File: src/rtl/smb_alert_pkg.sv
package smb_alert_pkg;

  typedef enum logic [2:0] {
    ST_IDLE,
    ST_ADDR,
    ST_ACK,
    ST_RX,
    ST_TX,
    ST_MACK,
    ST_IGNORE
  } smb_state_e;

  localparam int unsigned BYTE_W = 8;
  localparam int unsigned ADDR_W = 7;

  typedef logic [BYTE_W-1:0] smb_byte_t;
  typedef logic [ADDR_W-1:0] smb_addr_t;

endpackage

File: src/rtl/smb_bus_mon.sv
module smb_bus_mon #(
  parameter int unsigned TIMEOUT_TICKS = 25
) (
  input  logic clk,
  input  logic rst_n,
  input  logic tick_i,
  input  logic scl_i,
  input  logic sda_i,
  output logic sda_o,
  output logic scl_rise_o,
  output logic scl_fall_o,
  output logic start_o,
  output logic stop_o,
  output logic timeout_o
);
  localparam int unsigned CNT_W = $clog2(TIMEOUT_TICKS + 1);
  localparam logic [CNT_W-1:0] CNT_LAST = CNT_W'(TIMEOUT_TICKS - 1);
  localparam logic [CNT_W-1:0] CNT_FULL = CNT_W'(TIMEOUT_TICKS);

  logic [2:0] scl_sh, sda_sh;
  logic       activity;
  logic [CNT_W-1:0] idle_cnt;

  always_ff @(posedge clk or negedge rst_n) begin
    if (!rst_n) begin
      scl_sh <= 3'b111;
      sda_sh <= 3'b111;
    end else begin
      scl_sh <= {scl_sh[1:0], scl_i};
      sda_sh <= {sda_sh[1:0], sda_i};
    end
  end

  assign sda_o      = sda_sh[1];
  assign scl_rise_o = scl_sh[1] & ~scl_sh[2];
  assign scl_fall_o = ~scl_sh[1] & scl_sh[2];
  assign start_o    = scl_sh[1] & scl_sh[2] & sda_sh[2] & ~sda_sh[1];
  assign stop_o     = scl_sh[1] & scl_sh[2] & ~sda_sh[2] & sda_sh[1];
  assign activity   = (scl_sh[1] ^ scl_sh[2]) | (sda_sh[1] ^ sda_sh[2]);

  always_ff @(posedge clk or negedge rst_n) begin
    if (!rst_n) begin
      idle_cnt <= '0;
    end else if (activity) begin
      idle_cnt <= '0;
    end else if (tick_i && idle_cnt != CNT_FULL) begin
      idle_cnt <= idle_cnt + 1'b1;
    end
  end

  assign timeout_o = tick_i & ~activity & (idle_cnt == CNT_LAST);

  p_quiet_after_edge_r4: assert property (@(posedge clk) disable iff (!rst_n)
    activity |=> !timeout_o)
    else $error("timeout right after bus activity");

endmodule

File: src/rtl/smb_client_fsm.sv
module smb_client_fsm
  import smb_alert_pkg::*;
#(
  parameter smb_addr_t CLIENT_ADDR = 7'h4C,
  parameter smb_addr_t ARA_ADDR    = 7'h0C
) (
  input  logic      clk,
  input  logic      rst_n,
  input  logic      sda_i,
  input  logic      scl_rise_i,
  input  logic      scl_fall_i,
  input  logic      start_i,
  input  logic      stop_i,
  input  logic      timeout_i,
  input  logic      ara_en_i,
  input  smb_byte_t rd_data_i,
  output logic      sda_oe_o,
  output logic      wr_valid_o,
  output smb_byte_t wr_addr_o,
  output smb_byte_t wr_data_o,
  output logic      rd_valid_o,
  output smb_byte_t rd_addr_o,
  output logic      ara_done_o
);
  localparam smb_byte_t ARA_REPLY = {CLIENT_ADDR, 1'b0};

  smb_state_e state_q;
  logic [3:0] cnt_q;
  smb_byte_t  shreg_q, ptr_q, wr_addr_q, wr_data_q, tx_byte;
  logic [1:0] byteidx_q;
  logic       nxt_tx_q, is_ara_q, oe_q, wr_valid_q, ara_done_q;
  logic       bus_evt, load_tx, addr_client, addr_ara;

  assign bus_evt     = timeout_i | start_i | stop_i;
  assign addr_client = shreg_q[7:1] == CLIENT_ADDR;
  assign addr_ara    = (shreg_q[7:1] == ARA_ADDR) & shreg_q[0] & ara_en_i;
  assign load_tx     = ~bus_evt & scl_fall_i &
                       (((state_q == ST_ACK) & nxt_tx_q) | (state_q == ST_MACK));
  assign tx_byte     = is_ara_q ? ARA_REPLY : rd_data_i;

  always_ff @(posedge clk or negedge rst_n) begin
    if (!rst_n) begin
      state_q    <= ST_IDLE;
      cnt_q      <= '0;
      shreg_q    <= '0;
      ptr_q      <= '0;
      byteidx_q  <= '0;
      nxt_tx_q   <= 1'b0;
      is_ara_q   <= 1'b0;
      oe_q       <= 1'b0;
      wr_valid_q <= 1'b0;
      wr_addr_q  <= '0;
      wr_data_q  <= '0;
      ara_done_q <= 1'b0;
    end else begin
      wr_valid_q <= 1'b0;
      ara_done_q <= 1'b0;
      if (timeout_i) begin
        state_q <= ST_IDLE;
        oe_q    <= 1'b0;
      end else if (start_i) begin
        state_q   <= ST_ADDR;
        cnt_q     <= '0;
        oe_q      <= 1'b0;
        byteidx_q <= '0;
        is_ara_q  <= 1'b0;
      end else if (stop_i) begin
        state_q <= ST_IDLE;
        oe_q    <= 1'b0;
      end else begin
        unique case (state_q)
          ST_ADDR: begin
            if (scl_rise_i) begin
              shreg_q <= {shreg_q[6:0], sda_i};
              cnt_q   <= cnt_q + 4'd1;
            end else if (scl_fall_i && cnt_q == 4'd8) begin
              if (addr_client) begin
                state_q  <= ST_ACK;
                oe_q     <= 1'b1;
                nxt_tx_q <= shreg_q[0];
                is_ara_q <= 1'b0;
              end else if (addr_ara) begin
                state_q  <= ST_ACK;
                oe_q     <= 1'b1;
                nxt_tx_q <= 1'b1;
                is_ara_q <= 1'b1;
              end else begin
                state_q <= ST_IGNORE;
              end
            end
          end
          ST_ACK: begin
            if (scl_fall_i) begin
              cnt_q <= '0;
              if (nxt_tx_q) begin
                shreg_q <= tx_byte;
                oe_q    <= ~tx_byte[7];
                state_q <= ST_TX;
              end else begin
                oe_q    <= 1'b0;
                state_q <= ST_RX;
              end
            end
          end
          ST_RX: begin
            if (scl_rise_i) begin
              shreg_q <= {shreg_q[6:0], sda_i};
              cnt_q   <= cnt_q + 4'd1;
            end else if (scl_fall_i && cnt_q == 4'd8) begin
              if (byteidx_q == 2'd2) begin
                state_q <= ST_IGNORE;
              end else begin
                if (byteidx_q == 2'd0) begin
                  ptr_q <= shreg_q;
                end else begin
                  wr_valid_q <= 1'b1;
                  wr_addr_q  <= ptr_q;
                  wr_data_q  <= shreg_q;
                end
                byteidx_q <= byteidx_q + 2'd1;
                state_q   <= ST_ACK;
                oe_q      <= 1'b1;
                nxt_tx_q  <= 1'b0;
              end
            end
          end
          ST_TX: begin
            if (scl_rise_i) begin
              cnt_q <= cnt_q + 4'd1;
              if (!oe_q && !sda_i) begin
                state_q <= ST_IGNORE;
              end
            end else if (scl_fall_i) begin
              if (cnt_q == 4'd8) begin
                oe_q       <= 1'b0;
                state_q    <= ST_MACK;
                ara_done_q <= is_ara_q;
              end else begin
                shreg_q <= {shreg_q[6:0], 1'b0};
                oe_q    <= ~shreg_q[6];
              end
            end
          end
          ST_MACK: begin
            if (scl_rise_i && sda_i) begin
              state_q <= ST_IGNORE;
            end else if (load_tx) begin
              cnt_q   <= '0;
              shreg_q <= tx_byte;
              oe_q    <= ~tx_byte[7];
              state_q <= ST_TX;
            end
          end
          default: ;
        endcase
      end
    end
  end

  assign sda_oe_o   = oe_q;
  assign wr_valid_o = wr_valid_q;
  assign wr_addr_o  = wr_addr_q;
  assign wr_data_o  = wr_data_q;
  assign rd_valid_o = load_tx & ~is_ara_q;
  assign rd_addr_o  = ptr_q;
  assign ara_done_o = ara_done_q;

  p_timeout_idle_r4: assert property (@(posedge clk) disable iff (!rst_n)
    timeout_i |=> (state_q == ST_IDLE) && !oe_q)
    else $error("engine not idle after timeout");

  p_ignore_quiet_r6: assert property (@(posedge clk) disable iff (!rst_n)
    (state_q == ST_IGNORE) |-> !oe_q)
    else $error("SDA driven while ignoring the bus");

  p_wr_after_rx_r2: assert property (@(posedge clk) disable iff (!rst_n)
    wr_valid_q |-> $past(state_q) == ST_RX)
    else $error("write strobe outside a received data byte");

endmodule

File: src/rtl/smb_alert_ctrl.sv
module smb_alert_ctrl #(
  parameter int unsigned STAT_W = 8
) (
  input  logic              clk,
  input  logic              rst_n,
  input  logic              int_mode_i,
  input  logic [STAT_W-1:0] evt_i,
  input  logic              stat_clr_i,
  input  logic              ara_done_i,
  input  logic              cfg_wr_i,
  input  logic              cfg_mask_i,
  output logic [STAT_W-1:0] status_o,
  output logic              mask_o,
  output logic              alert_o
);
  logic [STAT_W-1:0] status_q;
  logic              mask_q, pend_q, ara_mask;

  assign ara_mask = ara_done_i & (status_q == '0);

  always_ff @(posedge clk or negedge rst_n) begin
    if (!rst_n) begin
      status_q <= '0;
      mask_q   <= 1'b0;
      pend_q   <= 1'b0;
    end else begin
      status_q <= (stat_clr_i ? '0 : status_q) | evt_i;
      if (cfg_wr_i) begin
        mask_q <= cfg_mask_i;
      end else if (ara_mask) begin
        mask_q <= 1'b1;
      end
      if (evt_i != '0) begin
        pend_q <= 1'b1;
      end else if (ara_mask && !cfg_wr_i) begin
        pend_q <= 1'b0;
      end
    end
  end

  assign status_o = status_q;
  assign mask_o   = mask_q;
  assign alert_o  = int_mode_i & pend_q & ~mask_q;

  p_status_clear_r3: assert property (@(posedge clk) disable iff (!rst_n)
    stat_clr_i && (evt_i == '0) |=> status_q == '0)
    else $error("status not cleared by read");

  p_mask_hold_r7: assert property (@(posedge clk) disable iff (!rst_n)
    ara_done_i && !cfg_wr_i && (status_q != '0) |=> mask_q == $past(mask_q))
    else $error("mask changed while status pending");

  p_alert_release_r7: assert property (@(posedge clk) disable iff (!rst_n)
    ara_done_i && !cfg_wr_i && (status_q == '0) |=> !alert_o)
    else $error("alert still asserted after clean response");

endmodule

File: src/rtl/smb_alert_client.sv
module smb_alert_client
  import smb_alert_pkg::*;
#(
  parameter smb_addr_t   CLIENT_ADDR   = 7'h4C,
  parameter smb_addr_t   ARA_ADDR      = 7'h0C,
  parameter int unsigned TIMEOUT_TICKS = 25,
  parameter smb_byte_t   STATUS_OFF    = 8'h02,
  parameter smb_byte_t   CFG_OFF       = 8'h03,
  parameter int unsigned STAT_W        = 8
) (
  input  logic              clk,
  input  logic              rst_n,
  input  logic              tick_i,
  input  logic              scl_i,
  input  logic              sda_i,
  output logic              sda_oe_o,
  input  logic              int_mode_i,
  input  logic [STAT_W-1:0] evt_i,
  output logic              alert_o,
  output logic              reg_wr_valid_o,
  output logic [7:0]        reg_wr_addr_o,
  output logic [7:0]        reg_wr_data_o,
  output logic              reg_rd_valid_o,
  output logic [7:0]        reg_rd_addr_o,
  input  logic [7:0]        reg_rd_data_i
);
  logic sda_s, scl_rise, scl_fall, start, stop, timeout;
  logic fsm_wr_valid, fsm_rd_valid, ara_done, alert;
  smb_byte_t fsm_wr_addr, fsm_wr_data, fsm_rd_addr, fsm_rd_data, stat_byte;
  logic [STAT_W-1:0] status;
  logic mask, rd_hit_stat, rd_hit_cfg, wr_hit_cfg, wr_hit_stat;

  smb_bus_mon #(.TIMEOUT_TICKS(TIMEOUT_TICKS)) u_mon (
    .clk(clk), .rst_n(rst_n), .tick_i(tick_i), .scl_i(scl_i), .sda_i(sda_i),
    .sda_o(sda_s), .scl_rise_o(scl_rise), .scl_fall_o(scl_fall),
    .start_o(start), .stop_o(stop), .timeout_o(timeout)
  );

  smb_client_fsm #(.CLIENT_ADDR(CLIENT_ADDR), .ARA_ADDR(ARA_ADDR)) u_fsm (
    .clk(clk), .rst_n(rst_n), .sda_i(sda_s), .scl_rise_i(scl_rise),
    .scl_fall_i(scl_fall), .start_i(start), .stop_i(stop), .timeout_i(timeout),
    .ara_en_i(alert), .rd_data_i(fsm_rd_data), .sda_oe_o(sda_oe_o),
    .wr_valid_o(fsm_wr_valid), .wr_addr_o(fsm_wr_addr), .wr_data_o(fsm_wr_data),
    .rd_valid_o(fsm_rd_valid), .rd_addr_o(fsm_rd_addr), .ara_done_o(ara_done)
  );

  assign rd_hit_stat = fsm_rd_addr == STATUS_OFF;
  assign rd_hit_cfg  = fsm_rd_addr == CFG_OFF;
  assign wr_hit_stat = fsm_wr_addr == STATUS_OFF;
  assign wr_hit_cfg  = fsm_wr_addr == CFG_OFF;

  smb_alert_ctrl #(.STAT_W(STAT_W)) u_alert (
    .clk(clk), .rst_n(rst_n), .int_mode_i(int_mode_i), .evt_i(evt_i),
    .stat_clr_i(fsm_rd_valid & rd_hit_stat), .ara_done_i(ara_done),
    .cfg_wr_i(fsm_wr_valid & wr_hit_cfg), .cfg_mask_i(fsm_wr_data[7]),
    .status_o(status), .mask_o(mask), .alert_o(alert)
  );

  always_comb begin
    stat_byte = '0;
    stat_byte[STAT_W-1:0] = status;
  end

  assign fsm_rd_data    = rd_hit_stat ? stat_byte :
                          rd_hit_cfg  ? {mask, 7'b0} : reg_rd_data_i;
  assign reg_rd_valid_o = fsm_rd_valid & ~rd_hit_stat & ~rd_hit_cfg;
  assign reg_rd_addr_o  = fsm_rd_addr;
  assign reg_wr_valid_o = fsm_wr_valid & ~wr_hit_cfg & ~wr_hit_stat;
  assign reg_wr_addr_o  = fsm_wr_addr;
  assign reg_wr_data_o  = fsm_wr_data;
  assign alert_o        = alert;

endmodule

File: config.mk
export PLATFORM = sky130hd
export DESIGN_NAME = smb_alert_client
export DESIGN_NICKNAME = d
export VERILOG_FILES = /design/src/rtl/smb_alert_pkg.sv /design/src/rtl/smb_bus_mon.sv /design/src/rtl/smb_client_fsm.sv /design/src/rtl/smb_alert_ctrl.sv /design/src/rtl/smb_alert_client.sv
export SDC_FILE = /design/constraint.sdc
export NUM_CORES = 1
export LEC_CHECK = 0
export CAP_MARGIN = 20
export CELL_PAD_IN_SITES_DETAIL_PLACEMENT = 1
export CELL_PAD_IN_SITES_GLOBAL_PLACEMENT = 2
export CORE_MARGIN = 2
export CORE_UTILIZATION = 32
export CTS_CLUSTER_DIAMETER = 120
export DETAILED_ROUTE_END_ITERATION = 10
export GPL_TIMING_DRIVEN = 0
export PLACE_DENSITY_LB_ADDON = 0.1
export SYNTH_ARGS = -nofsm -noshare
export SYNTH_HDL_FRONTEND = slang
export SYNTH_HIERARCHICAL = 1
export SYNTH_SLANG_ARGS = --single-unit
File: constraint.sdc
create_clock -name clk -period 2.9 [get_ports clk]
set_input_delay 0.58 -clock clk [delete_from_list [all_inputs] [get_ports clk]]
set_output_delay 0.58 -clock clk [all_outputs]
set_load 0.005 [all_outputs]
# Word level (Yosys, flattened, before mapping)
# Cells that the tools add are included.
# Widths: inputs -> output; s select.
word_totals:
  input_bits: 22
  regBits: 67
classes:
  n_eq_ne: 51
  muxes: 97
  bitwise_logic: 51
  reduce_logical: 33
  add_sub_neg: 3
ops:
  columns: ["operator", "n"]
  rows:
  - ["$mux 8", 12]
  - ["$mux 3", 18]
  - ["$mux 1", 48]
  - ["$eq 8x2->1 const B", 4]
  - ["$pmux 8 s4", 1]
  - ["$ne 5x1->1 const B", 5]
  - ["$and 1x1->1", 24]
  - ["$mux 4", 6]
  - ["$reduce_and 12->1", 2]
  - ["$ne 5x5->1 const B", 4]
  - ["$not 1->1", 20]
  - ["$reduce_and 10->1", 2]
  - ["$ne 2x1->1 const B", 9]
  - ["$ne 6x1->1 const B", 3]
  - ["$reduce_and 8->1", 2]
  - ["$reduce_bool 8->1", 2]
  - ["$pmux 3 s5", 1]
  - ["$ne 2x2->1 const B", 7]
  - ["$reduce_bool 2->1", 7]
  - ["$mux 2", 6]
  - ["$ne 3x1->1 const B", 4]
  - ["$pmux 4 s3", 1]
  - ["$reduce_and 6->1", 2]
  - ["$mux 5", 2]
  - ["29 further kinds", 43]

# Longest topological paths before layout
depth:
  word_depth: 16
  mapped_depth: 11
  ltp_nobuf: 9

# Hierarchy
# The synthesis kept the hierarchy.
by_module_without_submodules:
  columns: ["mod", "area_each_um2", "cells_per_inst", "instances"]
  rows:
  - ["smb_client_fsm", 2491.1, 239, 1]
  - ["smb_bus_mon", 533.0, 46, 1]
  - ["smb_alert_ctrl", 387.9, 30, 1]
  - ["smb_alert_client", 226.5, 27, 1]

# Worst setup path after synthesis
# No wires, ideal clock.
synth_path:
  path_kind: "register to output"
  from: "register u_mon.scl_sh[1]"
  to: "output port reg_rd_valid_o"
  required_time_ns: 2.320
  slack_ns: 0.019
  n_path_buf: 2
  arrival_ns: 2.301
  stages_incl_launch_ff: 10
  cell_sequence: "dfstp_2 > inv_1 > ha_1 > nand2_1 > nor3_1 > buf_2 > or3_1 > buf_2 > a2111oi_0 > and2_1"
synth_via:
  elab_chain_len: 13
synth_lines:
  columns: ["item", "line_no", "rtl"]
  rows:
  - ["start: declaration", "smb_bus_mon.sv:20", "logic [2:0] scl_sh, sda_sh;"]
  - ["start signal: assignment", "smb_bus_mon.sv:29", "scl_sh <= {scl_sh[1:0], scl_i};"]
  - ["$xor 1x1->1", "smb_bus_mon.sv:39", "assign activity = (scl_sh[1] ^ scl_sh[2]) | (sda_sh[1] ^ sda_sh[2]);"]
  - ["$or 1x1->1", "smb_bus_mon.sv:39", null]
  - ["$not 1->1", "smb_bus_mon.sv:51", "assign timeout_o = tick_i & ~activity & (idle_cnt == CNT_LAST);"]
  - ["$and 1x1->1 (2 in a row)", "smb_bus_mon.sv:51", null]
  - ["via timeout", "smb_alert_client.sv:27", "logic sda_s, scl_rise, scl_fall, start, stop, timeout;"]
  - ["$or 1x1->1 (2 in a row)", "smb_client_fsm.sv:34", "assign bus_evt = timeout_i | start_i | stop_i;"]
  - ["$not 1->1", "smb_client_fsm.sv:37", "assign load_tx = ~bus_evt & scl_fall_i &"]
  - ["$and 1x1->1 (2 in a row)", "smb_client_fsm.sv:37", null]
  - ["$and 1x1->1", "smb_client_fsm.sv:164", "assign rd_valid_o = load_tx & ~is_ara_q;"]
  - ["via fsm_rd_valid", "smb_alert_client.sv:28", "logic fsm_wr_valid, fsm_rd_valid, ara_done, alert;"]
  - ["$and 1x1->1 (2 in a row)", "smb_alert_client.sv:66", "assign reg_rd_valid_o = fsm_rd_valid & ~rd_hit_stat & ~rd_hit_cfg;"]
  - ["end: declaration", "smb_alert_client.sv:23", "output logic reg_rd_valid_o,"]
# The timed path passes the listed nets, and every way through them passes these cells.

# Worst setup path after layout
layout_path:
  from: "register u_mon.scl_sh[1]"
  to: "output port reg_rd_valid_o"
layout_lines:
  columns: ["item", "line_no", "rtl"]
  rows:
  - ["$and 1x1->1 (3 in a row)", "smb_bus_mon.sv:38", "assign stop_o = scl_sh[1] & scl_sh[2] & ~sda_sh[2] & sda_sh[1];"]
  - ["via stop", "smb_alert_client.sv:27", null]
  - ["$or 1x1->1", "smb_client_fsm.sv:34", null]
  - ["$not 1->1", "smb_client_fsm.sv:37", null]
  - ["$and 1x1->1 (2 in a row)", "smb_client_fsm.sv:37", null]
  - ["$and 1x1->1", "smb_client_fsm.sv:164", null]
  - ["via fsm_rd_valid", "smb_alert_client.sv:28", null]
  - ["$and 1x1->1 (2 in a row)", "smb_alert_client.sv:66", null]
# The timed path passes the listed nets, and every way through them passes these cells.

==> impl_metrics.py <==
metrics = {
    "timing": {
        "tns_ps": 0,
        "finClkSkew_ps": 5.85,
        "hold_viol_final": 0,
        "setup_viol": 0,
        "slew_violations": 0,
        "rsz0062_at_grt": "true",
        "fmax_mhz": 345,
        "worst_slack_ps": 0.295,
        "tightest_slew_ps": 705,
        "relSlewSlack_pct": 52.7,
        "period_needed_ps": 2900,
        "fin_crit_sh_pct": 100,
    },
    "logic_synthesis": {
        "postSynthNetCount": 374,
        "ys_types": 62,
        "synth_edf_count": 0,
        "yosysWarningCount": 6,
        "synthArstFlopShare_pct": 100,
        "synth_area_per_cell_um2": 10.6,
        "synthCells": 342,
        "synthFlopType": "dfrtp_1",
        "ys_ff_latch": 67,
        "ys_seq_area_share_pct": 46.3,
        "netlist_area_um2": 3640,
    },
    "critical_path": {
        "start_kind": "flop",
        "critPathKind": "flop to primary output",
        "cp.required_ps": 2320,
        "reg2reg_depth": 8,
        "end_kind": "primary output",
        "regToRegEndpoint": "u_fsm/rd_addr_o[1]",
        "cp.arrival_ps": 2320,
        "r2r_start": "u_mon/scl_sh[1]",
        "rrSetupSlack_ps": 200,
        "cp_max_fo": 6,
    },
    "layout": {
        "utilization_pct": 43.5,
        "seqCellArea_um2": 1690,
        "final_area_um2": 4770,
        "layout_commonest_cell": "dfrtp_1",
        "fillCellCount": 1190,
        "n_antenna_cell": 0,
        "nets": 441,
        "final_cell_mix": "dfrtp_1 (60), clkdlybuf4s50_1 (46), mux2_2 (40)",
        "multi_input_area_um2": 1900,
        "drive_above_1_share_pct": 24.4,
        "synthToLayoutAreaGrowth_pct": 31.2,
    },
    "run": {
        "cap_violations": 0,
    },
    "global_routing": {
        "grt.busiest_layer": "met2",
        "grt_use_met3_pct": 4.94,
        "grt_usage_pct": 17.4,
        "grt-ovfl-total": 0,
        "use_met2_pct": 25.9,
        "antenna_found_initial": 0,
        "grt_max_degree": 53,
        "grt_use_met1_pct": 24.3,
        "grt_pass1_vias": 3084,
        "grt_first_pass_wirelength_um": 16800,
    },
    "cts": {
        "cts_root_buf": "clkbuf_16",
        "clkLatencyLatePin_ps": 330,
        "clk_pin_slew_worst_paths_ps": 60,
        "clockBufferDepth": 2,
        "clock-sinks": 67,
        "cts_tree": "done",
        "cts_made_buffers": 9,
        "htree_levels": 3,
    },
    "pwr": {
        "power_density_nw_per_um2": 710,
        "leakage_nw": 2.02,
        "p_total_w": 0.00339,
        "ir_drop_uv": 336,
    },
    "floorplan": {
        "dieArea_um2": 12200,
        "fp.dieH_um": 111,
        "fp.dieW_um": 111,
        "start_util_pct": 33.1,
        "coreArea_um2": 11000,
        "io_pins": 50,
        "placementRows": 38,
    },
    "drt": {
        "antenna_left": 0,
        "vias_per_cell": 5.20,
        "drt_wl_total_um": 10100,
        "drt_iter0_drc": 128,
        "wl_per_cell_um": 18.3,
        "drc_errors": 0,
        "drt_first_pass_iters": 4,
        "vias": 2879,
    },
    "place": {
        "pre_cts_slack_ps": -1260,
        "dpl_cell_area_um2": 4330,
        "port-buffer-count": 49,
        "dp_hpwl_um": 7430,
        "place.gp.congestion": 0.776,
    },
    "status": {
        "status": "finished, final reports clean",
    },
    "min_path": {
        "min_path_type": "primary input to asynchronous set/reset pin",
    },
}
power breakdown:
part,switching [W],internal [W],leakage (nW)
combinational,0.000552,0.000447,1.02
sequential,0.000167,0.00106,0.838
clock,0.000407,0.000759,0.162
registers in the layout, indices dropped and copies added (netlist names):
| signal | cells |
|---|---|
| u_alert/mask_o | 1 |
| u_alert/pend_q | 1 |
| u_alert/status_o | 8 |
| u_fsm/ara_done_o | 1 |
| u_fsm/byteidx_q | 2 |
| u_fsm/cnt_q | 4 |
| u_fsm/is_ara_q | 1 |
| u_fsm/nxt_tx_q | 1 |
| u_fsm/rd_addr_o | 8 |
| u_fsm/sda_oe_o | 1 |
| u_fsm/shreg_q | 8 |
| u_fsm/state_q | 3 |
| u_fsm/wr_addr_o | 8 |
| u_fsm/wr_data_o | 8 |
| u_fsm/wr_valid_o | 1 |
| u_mon/idle_cnt | 5 |
| u_mon/scl_sh | 3 |
| u_mon/sda_sh | 3 |
synthesized netlist by cell type, types with 2 or more instances:
| cell type | n | area share, % |
|---|---|---|
| and4b_1 | 2 | 0.55 |
| nor2b_1 | 11 | 1.9 |
| a211oi_1 | 3 | 0.62 |
| nor2_1 | 24 | 2.5 |
| nand4_1 | 3 | 0.52 |
| buf_2 | 3 | 0.41 |
| dfrtp_1 | 61 | 42 |
| a21o_1 | 9 | 1.9 |
| nand2b_1 | 5 | 0.86 |
| a21oi_1 | 18 | 2.5 |
| nor3b_1 | 2 | 0.41 |
| clkbuf_1 | 5 | 0.52 |
| nand2_2 | 2 | 0.34 |
| or3_1 | 3 | 0.52 |
| and2_1 | 3 | 0.52 |
| xor2_1 | 2 | 0.48 |
| nor4b_2 | 2 | 0.83 |
| nor4_1 | 4 | 0.69 |
| buf_1 | 2 | 0.21 |
| mux2i_1 | 6 | 1.7 |
| nand4b_1 | 3 | 0.72 |
| ha_1 | 10 | 3.4 |
| inv_1 | 16 | 1.7 |
| xnor2_1 | 2 | 0.48 |
| buf_6 | 2 | 0.62 |
| a31oi_1 | 5 | 0.86 |
| o21ai_0 | 14 | 1.9 |
| nand3_1 | 9 | 1.2 |
| nor3_1 | 6 | 0.83 |
| and3b_1 | 2 | 0.48 |
| mux2_2 | 40 | 12 |
| nor4_4 | 2 | 1.2 |
| dfstp_2 | 6 | 4.3 |
| and3_1 | 2 | 0.34 |
| nand2_1 | 25 | 2.6 |
| a2bb2oi_1 | 2 | 0.48 |
metrics by stage:
step                hold slack [ps]  cells
floorplan                       284    342
global placement                346    531
detailed placement              350    532
CTS                             112    551
global route                    115    554
finish                          115    554
timing repair:
| action | 4_1_cts | 5_1_grt |
|---|---|---|
| hold buffers | 0 | 0 |
| setup buffers | 5 | 3 |
| gates resized for setup | 19 | 2 |
| pin swaps | 5 | 1 |
| endpoints found under the setup margin | 49 | 10 |
cells by family after synthesis:
group	Yosys count	synth area share (%)
and+or+nand+nor	120	19.7
DFF	67	46.3
AOI/OAI and AO/OA	66	11.8
muxes	47	14.3
buffers and inverters	28	3.40
adders and majority gates	10	3.44
xor gates and xnor gates	4	0.963
cell type report:
| cell class | instances | area share (%) |
|---|---|---|
| Multi-Input combinational cell | 247 | 39.8 |
| Sequential cell | 67 | 35.3 |
| Timing Repair Buffer | 58 | 11.9 |
| Clock buffer | 13 | 5.87 |
| Tap cell | 140 | 3.67 |
| Buffer | 10 | 1.28 |
| Inverter | 16 | 1.26 |
| Clock inverter | 3 | 0.917 |
critical path, stage by stage, from the launching register on:
cell and delay, ps:
dfstp_2 370, buf_4 130, ha_2 170, and3b_2 260, or3_1 370, buf_6 140, a2111oi_4 230, and2_1 200
buf_2 120
routing by layer:
| metal | vias up | routed length [um] |
|---|---|---|
| met5 | - | 0 |
| met4 | 0 | 178 |
| met3 | 16 | 370 |
| met2 | 51 | 4480 |
| met1 | 1444 | 5110 |
| li1 | 1368 | - |
worst max-delay path by stage:
stage	from	end
after floorplan	u_mon/scl_sh[1]	reg_rd_valid_o
after global placement	rst_n	u_fsm/wr_addr_o[4]
after detailed placement	tick_i	reg_rd_valid_o
after CTS	u_mon/scl_sh[1]	reg_rd_valid_o
after global routing	u_fsm/state_q[2]	reg_rd_valid_o
final	u_mon/scl_sh[1]	reg_rd_valid_o
Power figures use the tool's default switching activity.
